### src/rtl/fab_pkg.sv
package fab_pkg;

  // Direction a compare-exchange cell orders its pair
  typedef enum logic {ORDER_UP = 1'b0, ORDER_DOWN = 1'b1} order_e;

  // Number of compare-exchange stages of a bitonic sorter over 2**lg lanes
  function automatic int sort_depth(input int lg);
    return (lg * (lg + 1)) / 2;
  endfunction

  // Flat stage number of merge pass a (1..lg), sub-step b (a..1)
  function automatic int stage_index(input int a, input int b);
    return ((a * (a - 1)) / 2) + (a - b);
  endfunction

endpackage

### src/rtl/fab_dedup.sv
// Input-side winner selection: among active lanes naming the same output,
// the lowest-numbered lane stays active.
module fab_dedup #(
  parameter int NP = 8,
  parameter int TW = 3
) (
  input  logic [NP-1:0]         i_vld,
  input  logic [NP-1:0][TW-1:0] i_tag,
  output logic [NP-1:0]         o_vld,
  output logic                  o_err
);

  logic [NP-1:0] lost;

  for (genvar i = 0; i < NP; i++) begin : g_lane
    logic [NP-1:0] beaten;
    for (genvar j = 0; j < NP; j++) begin : g_peer
      if (j < i) begin : g_lower
        assign beaten[j] = i_vld[j] && (i_tag[j] == i_tag[i]);
      end else begin : g_upper
        assign beaten[j] = 1'b0;
      end
    end
    assign lost[i]  = i_vld[i] && (|beaten);
    assign o_vld[i] = i_vld[i] && !(|beaten);
  end

  assign o_err = |lost;

endmodule

### src/rtl/fab_sort_stage.sv
// One registered stage of the bitonic sorter. Key = {idle, tag}, so idle
// lanes sort above every active one and active words pack low.
module fab_sort_stage
  import fab_pkg::*;
#(
  parameter int NP = 8,
  parameter int TW = 3,
  parameter int DW = 16,
  parameter int K  = 2,   // size of the bitonic block being merged
  parameter int J  = 1    // distance between partner lanes
) (
  input  logic                  clk,
  input  logic                  rst_n,
  input  logic                  en,
  input  logic [NP-1:0]         i_vld,
  input  logic [NP-1:0][TW-1:0] i_tag,
  input  logic [NP-1:0][DW-1:0] i_dat,
  input  logic                  i_err,
  output logic [NP-1:0]         o_vld,
  output logic [NP-1:0][TW-1:0] o_tag,
  output logic [NP-1:0][DW-1:0] o_dat,
  output logic                  o_err
);

  logic [NP-1:0]         n_vld;
  logic [NP-1:0][TW-1:0] n_tag;
  logic [NP-1:0][DW-1:0] n_dat;

  for (genvar i = 0; i < NP; i++) begin : g_cell
    if ((i & J) == 0) begin : g_cmp
      localparam int     P   = i | J;
      localparam order_e DIR = ((i & K) == 0) ? ORDER_UP : ORDER_DOWN;
      logic [TW:0] key_a, key_b;
      logic        swap;
      assign key_a = {~i_vld[i], i_tag[i]};
      assign key_b = {~i_vld[P], i_tag[P]};
      assign swap  = (DIR == ORDER_UP) ? (key_a > key_b) : (key_a < key_b);
      assign n_vld[i] = swap ? i_vld[P] : i_vld[i];
      assign n_tag[i] = swap ? i_tag[P] : i_tag[i];
      assign n_dat[i] = swap ? i_dat[P] : i_dat[i];
      assign n_vld[P] = swap ? i_vld[i] : i_vld[P];
      assign n_tag[P] = swap ? i_tag[i] : i_tag[P];
      assign n_dat[P] = swap ? i_dat[i] : i_dat[P];
    end
  end

  always_ff @(posedge clk or negedge rst_n) begin
    if (!rst_n) begin
      o_vld <= '0;
      o_err <= 1'b0;
    end else if (en) begin
      o_vld <= n_vld;
      o_err <= i_err;
    end
  end

  always_ff @(posedge clk) begin
    if (en) begin
      o_tag <= n_tag;
      o_dat <= n_dat;
    end
  end

endmodule

### src/rtl/fab_banyan_stage.sv
// One registered stage of the routing butterfly. Stage S looks at tag bit
// TW-1-S (most significant first): 0 steers to the upper lane of the pair,
// 1 to the lower lane.
module fab_banyan_stage #(
  parameter int NP = 8,
  parameter int TW = 3,
  parameter int DW = 16,
  parameter int S  = 0
) (
  input  logic                  clk,
  input  logic                  rst_n,
  input  logic                  en,
  input  logic [NP-1:0]         i_vld,
  input  logic [NP-1:0][TW-1:0] i_tag,
  input  logic [NP-1:0][DW-1:0] i_dat,
  input  logic                  i_err,
  output logic [NP-1:0]         o_vld,
  output logic [NP-1:0][TW-1:0] o_tag,
  output logic [NP-1:0][DW-1:0] o_dat,
  output logic                  o_err
);

  localparam int BIT = TW - 1 - S;
  localparam int D   = 1 << BIT;

  logic [NP-1:0]         n_vld;
  logic [NP-1:0][TW-1:0] n_tag;
  logic [NP-1:0][DW-1:0] n_dat;

  for (genvar i = 0; i < NP; i++) begin : g_cell
    if ((i & D) == 0) begin : g_sw
      localparam int HI = i | D;
      logic lo_up, lo_dn, hi_up, hi_dn;
      assign lo_up = i_vld[i]  && !i_tag[i][BIT];
      assign lo_dn = i_vld[i]  &&  i_tag[i][BIT];
      assign hi_up = i_vld[HI] && !i_tag[HI][BIT];
      assign hi_dn = i_vld[HI] &&  i_tag[HI][BIT];
      assign n_vld[i]  = lo_up | hi_up;
      assign n_tag[i]  = lo_up ? i_tag[i] : i_tag[HI];
      assign n_dat[i]  = lo_up ? i_dat[i] : i_dat[HI];
      assign n_vld[HI] = lo_dn | hi_dn;
      assign n_tag[HI] = hi_dn ? i_tag[HI] : i_tag[i];
      assign n_dat[HI] = hi_dn ? i_dat[HI] : i_dat[i];
    end
  end

  always_ff @(posedge clk or negedge rst_n) begin
    if (!rst_n) begin
      o_vld <= '0;
      o_err <= 1'b0;
    end else if (en) begin
      o_vld <= n_vld;
      o_err <= i_err;
    end
  end

  always_ff @(posedge clk) begin
    if (en) begin
      o_tag <= n_tag;
      o_dat <= n_dat;
    end
  end

endmodule

### src/rtl/fab_batcher_banyan.sv
// Eight-lane (by default) sort-then-route switch fabric, register per stage.
module fab_batcher_banyan
  import fab_pkg::*;
#(
  parameter  int NP = 8,
  parameter  int DW = 16,
  localparam int TW = $clog2(NP)
) (
  input  logic             clk,
  input  logic             rst_n,
  input  logic [NP-1:0]    in_valid,
  input  logic [NP*TW-1:0] in_tag,
  input  logic [NP*DW-1:0] in_data,
  output logic             in_ready,
  output logic [NP-1:0]    out_valid,
  output logic [NP*DW-1:0] out_data,
  input  logic             out_ready,
  output logic             dup_err
);

  localparam int NS  = sort_depth(TW);
  localparam int LAT = NS + TW;

  // whole pipeline advances together when the consumer takes a group
  logic adv;
  assign adv      = out_ready;
  assign in_ready = out_ready;

  // sorter lane buses, index 0 is the deduplicated input
  logic [NS:0][NP-1:0]         s_vld;
  logic [NS:0][NP-1:0][TW-1:0] s_tag;
  logic [NS:0][NP-1:0][DW-1:0] s_dat;
  logic [NS:0]                 s_err;

  // router lane buses, index 0 is the sorter output
  logic [TW:0][NP-1:0]         b_vld;
  logic [TW:0][NP-1:0][TW-1:0] b_tag;
  logic [TW:0][NP-1:0][DW-1:0] b_dat;
  logic [TW:0]                 b_err;

  logic [NP-1:0][TW-1:0] tag_in;
  logic [NP-1:0][DW-1:0] dat_in;
  assign tag_in = in_tag;
  assign dat_in = in_data;

  fab_dedup #(.NP(NP), .TW(TW)) u_dedup (
    .i_vld (in_valid),
    .i_tag (tag_in),
    .o_vld (s_vld[0]),
    .o_err (s_err[0])
  );
  assign s_tag[0] = tag_in;
  assign s_dat[0] = dat_in;

  for (genvar a = 1; a <= TW; a++) begin : g_merge
    for (genvar b = a; b >= 1; b--) begin : g_step
      localparam int IDX = stage_index(a, b);
      fab_sort_stage #(
        .NP(NP), .TW(TW), .DW(DW), .K(1 << a), .J(1 << (b - 1))
      ) u_sort (
        .clk   (clk),
        .rst_n (rst_n),
        .en    (adv),
        .i_vld (s_vld[IDX]),
        .i_tag (s_tag[IDX]),
        .i_dat (s_dat[IDX]),
        .i_err (s_err[IDX]),
        .o_vld (s_vld[IDX+1]),
        .o_tag (s_tag[IDX+1]),
        .o_dat (s_dat[IDX+1]),
        .o_err (s_err[IDX+1])
      );
    end
  end

  // Sorted, packed lanes feed the butterfly straight across: a packed run of
  // ascending distinct tags stays a cyclic run in every half, so no cell ever
  // sees both of its inputs asking for the same side.
  assign b_vld[0] = s_vld[NS];
  assign b_tag[0] = s_tag[NS];
  assign b_dat[0] = s_dat[NS];
  assign b_err[0] = s_err[NS];

  for (genvar s = 0; s < TW; s++) begin : g_route
    fab_banyan_stage #(.NP(NP), .TW(TW), .DW(DW), .S(s)) u_route (
      .clk   (clk),
      .rst_n (rst_n),
      .en    (adv),
      .i_vld (b_vld[s]),
      .i_tag (b_tag[s]),
      .i_dat (b_dat[s]),
      .i_err (b_err[s]),
      .o_vld (b_vld[s+1]),
      .o_tag (b_tag[s+1]),
      .o_dat (b_dat[s+1]),
      .o_err (b_err[s+1])
    );
  end

  assign out_valid = b_vld[TW];
  assign out_data  = b_dat[TW];
  assign dup_err   = b_err[TW];

endmodule

### config.mk
export PLATFORM = sky130hd
export DESIGN_NAME = fab_batcher_banyan
export DESIGN_NICKNAME = d
export VERILOG_FILES = /design/src/rtl/fab_pkg.sv /design/src/rtl/fab_dedup.sv /design/src/rtl/fab_sort_stage.sv /design/src/rtl/fab_banyan_stage.sv /design/src/rtl/fab_batcher_banyan.sv
export SDC_FILE = /design/constraint.sdc
export NUM_CORES = 2
export LEC_CHECK = 0
export BUFFER_PORTS_ARGS = -buffer_cell sky130_fd_sc_hd__buf_2
export CAP_MARGIN = 10
export CORE_ASPECT_RATIO = 1.25
export CORE_MARGIN = 2
export CORE_UTILIZATION = 55
export DETAILED_ROUTE_END_ITERATION = 16
export GPL_TIMING_DRIVEN = 0
export HOLD_SLACK_MARGIN = 0.06
export PLACE_DENSITY = 0.73
export SLEW_MARGIN = 20
export SYNTH_ARGS = -nofsm -noshare
export SYNTH_HDL_FRONTEND = slang
export SYNTH_SLANG_ARGS = --single-unit
### constraint.sdc
create_clock -name clk -period 2.55 [get_ports clk]
set_input_delay 0.765 -clock clk [delete_from_list [all_inputs] [get_ports clk]]
set_output_delay 0.765 -clock clk [all_outputs]
set_load 0.05 [all_outputs]
### Word level (Yosys, flattened, before mapping)

Cells that the tools add are included.
Widths: inputs -> output; s select.

* $lt $le $gt $ge: 24
* eq/ne operators: 28
* muxes and demuxes: 184
* bitwise operators: 72
* reductions and logical operators: 128

Operators with widths (count)
* $mux 16: 72
* $mux 3: 48
* $logic_and 1x1->1: 90
* $eq 3x3->1: 28
* $gt 4x4->1: 18
* $mux 1: 56
* $not 1->1: 48
* $logic_not 1->1: 31
* $lt 4x4->1: 6
* $or 1x1->1: 24
* $mux 2: 8
* $reduce_or 7->1: 2
* $reduce_or 6->1: 1
* $reduce_or 5->1: 1
* $reduce_or 4->1: 1
* $reduce_or 3->1: 1
* $reduce_or 2->1: 1

* flip-flop bits (word level): 1401
* input port bits: 163
* output and inout port bits: 138
* word-level logic and storage cells: 590

### Depth between registers and ports, before layout

* word-level depth: 8
* mapped depth: 13

### By module

A second synthesis with hierarchy kept.

* cells, all modules: 3760
* area, all modules: 66437.5 um^2

By module, submodules not included
* fab_sort_stage (g_merge[3].g_step[1].u_sort ...): instances 3, cells each 420, area each 7400.8 um^2, seq. area each 4789.6 um^2
* fab_sort_stage (g_merge[2].g_step[1].u_sort ...): instances 2, cells each 411, area each 7374.6 um^2, seq. area each 4789.6 um^2
* fab_sort_stage (g_merge[1].g_step[1].u_sort): instances 1, cells each 411, area each 7259.5 um^2, seq. area each 4789.6 um^2
* fab_banyan_stage (g_route[0].u_route): instances 1, cells each 368, area each 6989.2 um^2, seq. area each 4789.6 um^2
* fab_banyan_stage (g_route[2].u_route): instances 1, cells each 368, area each 6986.7 um^2, seq. area each 4789.6 um^2
* fab_banyan_stage (g_route[1].u_route): instances 1, cells each 368, area each 6981.7 um^2, seq. area each 4789.6 um^2
* fab_dedup: instances 1, cells each 162, area each 1261.2 um^2, seq. area each 0.0 um^2
* fab_batcher_banyan: instances 1, cells each 1, area each 7.5 um^2, seq. area each 0.0 um^2

### Worst setup path before layout

Ideal clock, no wire load.

* path type: input -> register
* from: input in_tag[17]
* to: register g_merge[1].g_step[1].u_sort.o_dat[64] in the netlist's numbering (data pin)
* library setup time: 0.260 ns
* arrival: 3.101 ns
* data required time: 2.290 ns
* slack: -0.811 ns
* stages: 12
* buffers on the path: 2
* cells stage by stage: buf_2 -> inv_1 -> ha_1 -> and4_1 -> a41oi_1 -> nand4_1 -> nor2_1 -> ha_1 -> o21a_1 -> o21ai_2 -> buf_2 -> mux2_2

RTL lines
* from (decl): line fab_batcher_banyan.sv:12 `input logic [NP*TW-1:0] in_tag,`
* to (signal assigned): line fab_sort_stage.sv:60 `o_dat <= n_dat;`
* to (decl): line fab_sort_stage.sv:21 `output logic [NP-1:0][DW-1:0] o_dat,`

==> results.json <==
{
  "status": "finished with violations",
  "violations": "negative setup slack",
  "fin_worst_skew_ns": 0.0202,
  "clkLatencyLatePin_ns": 0.76,
  "drc": 0,
  "h-tree-depth": 4,
  "synth.largest_area_cell": "edfxtp_1",
  "cts_buffers": 137,
  "rsz0062_at_grt": "true",
  "first_pass_iters": 7,
  "hp-class": "in -> reg",
  "coreArea_um2": 114000,
  "io_pins": 301,
  "syn_nets": 4048,
  "peakVddDrop_uv": 1060,
  "final.setup.worst_slack_ns": -0.0614,
  "initial_utilization_pct": 55.6,
  "max_freq_ghz": 0.383,
  "syn_area_per_cell_um2": 16.7,
  "tightest_slew_ns": 1.05,
  "drtAntennaViolNets": 0,
  "n_fill_cell": 7892,
  "area_growth_pct": 16.4,
  "die_area_um2": 118000,
  "cts_tree": "done",
  "overflow": 0,
  "dp_slack_ns": -1.15,
  "die_h_um": 383,
  "final_util_pct": 64.7,
  "clock-sinks": 1401,
  "vias": 32250,
  "root_buffer": "clkbuf_16",
  "synth-seq-cells": 1401,
  "synth_cell_types": 41,
  "place.detailed.hpwl_um": 98900,
  "grt_pass1_vias": 32690,
  "crit_fanout": 9,
  "setup_viol": 19,
  "die_x_um": 307,
  "drt_iter0_markers": 2114,
  "synth.area.top_cells": "edfxtp_1, mux2_2, dfrtp_1, ha_1, buf_4",
  "slew_viol_final": 0,
  "drive_gt1_share_pct": 48.7,
  "arrival_ns": 3.10,
  "hold_viol_final": 0,
  "rows": 138,
  "power_w": 0.101,
  "grt_pass1_wl_um": 202000,
  "wirelength_um": 138000,
  "wl_per_cell_um": 23.5,
  "cp-end-kind": "flop",
  "final_nets": 4532,
  "worstSetupPathType": "in -> reg",
  "max_cap_violations": 0,
  "leakagePower_nw": 27.5,
  "maxSlewHeadroom_pct": 30.2,
  "critPathLaunchType": "primary input",
  "synth_sequential_area_ratio_pct": 66.0,
  "fin_tns_setup_ns": -0.248,
  "powerDensity_nw_per_um2": 1370,
  "grt_max_degree": 158,
  "synth_top_cell_area_share_pct": 62.8,
  "grt_usage_pct": 23.2,
  "gp_congestion": 0.881,
  "synth_warnings": 0,
  "port_buffers": 286,
  "routed_via_density": 5.52,
  "period_minus_slack_ns": 2.61,
  "finalCritPeriodShare_pct": 102,
  "syn_inst": 3786,
  "path_clk_slew_ns": 0.06,
  "synth_area_um2": 63100,
  "cts_buffer_depth": 3,
  "cp.required_ns": 3.04,
  "antenna_found_initial": 1
}
[logic make-up (layout without fill, tap and decap cells)]
family                   Yosys count  in the layout  share of synthesized area, %
AO/OA/AOI/OAI                    232            232                          2.20
XOR/XNOR                          72             72                         0.999
adder cells (fa/ha/maj)          100            100                          1.98
buffers and inverters            429           1016                          3.65
flip-flops                      1401           1401                          66.0
multiplexers                    1302           1302                          23.4
other                              0              1                             0
AND/OR/NAND/NOR                  250            250                          1.81
[placed cells by master (no fill, tap or decap), types with 29 or more instances in the layout]
cell type  synthesis  final
edfxtp_1        1320   1320
mux2_2          1219   1129
buf_2            119    314
buf_4            137    203
clkbuf_16          0    152
mux2_4            34    124
inv_1            117    106
nand2_1          100     98
ha_1              99     87
dfrtp_1           81     81
o21ai_0           75     73
a21oi_1           70     68
nor2_1            67     65
clkbuf_1          47     57
xnor2_1           57     57
nand4_1           40     40
mux2i_1           40     39
o21a_1            36     36
nor2b_1           29     29
[worst max-delay path: stages]
cell and delay, ns:
buf_4 0.13, buf_8 0.14, xnor2_1 0.12, nand4_1 0.13
o41ai_4 0.12, nor4_4 0.37, inv_2 0.08, ha_4 0.30
nand2_4 0.06, o21ai_4 0.14, buf_12 0.18, clkbuf_16 0.20
mux2_4 0.33
[path summary, 6_finish.rpt]
check,from,end,slack [ns],cells after the start
min in group asynchronous,rst_n,g_merge[2].g_step[2].u_sort.o_vld[1],0.48,2
min reg2reg,g_route[2].u_route.o_err,g_route[2].u_route.o_err,0.50,1
max reg2reg,g_merge[2].g_step[2].u_sort.o_tag[7],g_merge[2].g_step[1].u_sort.o_dat[32],-0.01,7
min,in_data[83],g_merge[1].g_step[1].u_sort.o_dat[67],0.32,2
max in group asynchronous,rst_n,g_route[0].u_route.o_vld[5],1.46,3
max,in_tag[7],g_merge[1].g_step[1].u_sort.o_dat[123],-0.06,13
[state kept, by name, summed over array words and instances (netlist names)]
register / flops
g_route.u_route.o_err: 3
g_route.u_route.o_dat: 384
g_merge.g_step.u_sort.o_tag: 144
g_route.u_route.o_vld: 24
g_merge.g_step.u_sort.o_vld: 48
g_merge.g_step.u_sort.o_dat: 768
g_route.u_route.o_tag: 24
g_merge.g_step.u_sort.o_err: 6
[metrics by stage]
step	cell area (µm²)	std cells	hold slack, ns
after floorplan	64000	3786	0.466
after global placement	67300	5542	0.484
after detailed placement	67600	5552	0.491
after CTS	72700	5811	0.267
after global routing	73500	5844	0.286
final	73500	5844	0.317
[where the power goes]
part           total (W)  internal, W  switching (W)
Combinational     0.0384       0.0190         0.0194
Sequential        0.0416       0.0374        0.00420
Clock             0.0206       0.0121        0.00851
Total              0.101       0.0685         0.0321
[what timing repair did]
action / 4_1_cts / 5_1_grt
endpoints found under the hold margin: 29 / 0
cloned: 6 / 8
setup endpoints to repair: 677 / 421
hold buffers: 1 / 0
buffers inserted: 10 / 25
gates resized for setup: 75 / 84
pin swaps: 9 / 23
[cells in the mapped netlist, drive strengths merged]
master	n
a211oi	1
a21o	4
a21oi	70
a31oi	13
a41oi	1
and3	1
and4	1
buf	265
clkbuf	47
dfrtp	81
edfxtp	1320
ha	99
inv	117
maj3	1
mux2	1262
mux2i	40
nand2	100
nand2b	6
nand3	3
nand4	40
nor2	67
nor2b	29
nor3	2
nor4	1
o21a	36
o21ai	94
o21bai	4
o221ai	1
o22a	1
o22ai	1
o31ai	1
o41ai	5
xnor2	57
xor2	15
[area by class of cell]
cell class              instances  area [µm²]  area share (%)
inverters                     117         462           0.628
plain buffers                 311        2460            3.35
clock buffers                 166        3700            5.04
well taps                    1470        1840            2.50
clock inverters                76         852            1.16
multi-input cells            1956       20000            27.2
flip-flops and latches       1401       41700            56.7
repair buffers                346        2510            3.42
diodes                          1        2.50         0.00341
[routing by layer]
| layer | up-vias | routed length, µm | GRT usage, % |
|---|---|---|---|
| met4 | 0 | 4940 | 8.26 |
| met3 | 208 | 5430 | 3.07 |
| li1 | 15231 | - | - |
| met5 | - | 0 | 0 |
| met2 | 877 | 70200 | 40.8 |
| met1 | 15934 | 57000 | 29.6 |
No activity file was read; power rests on OpenSTA's default activity.
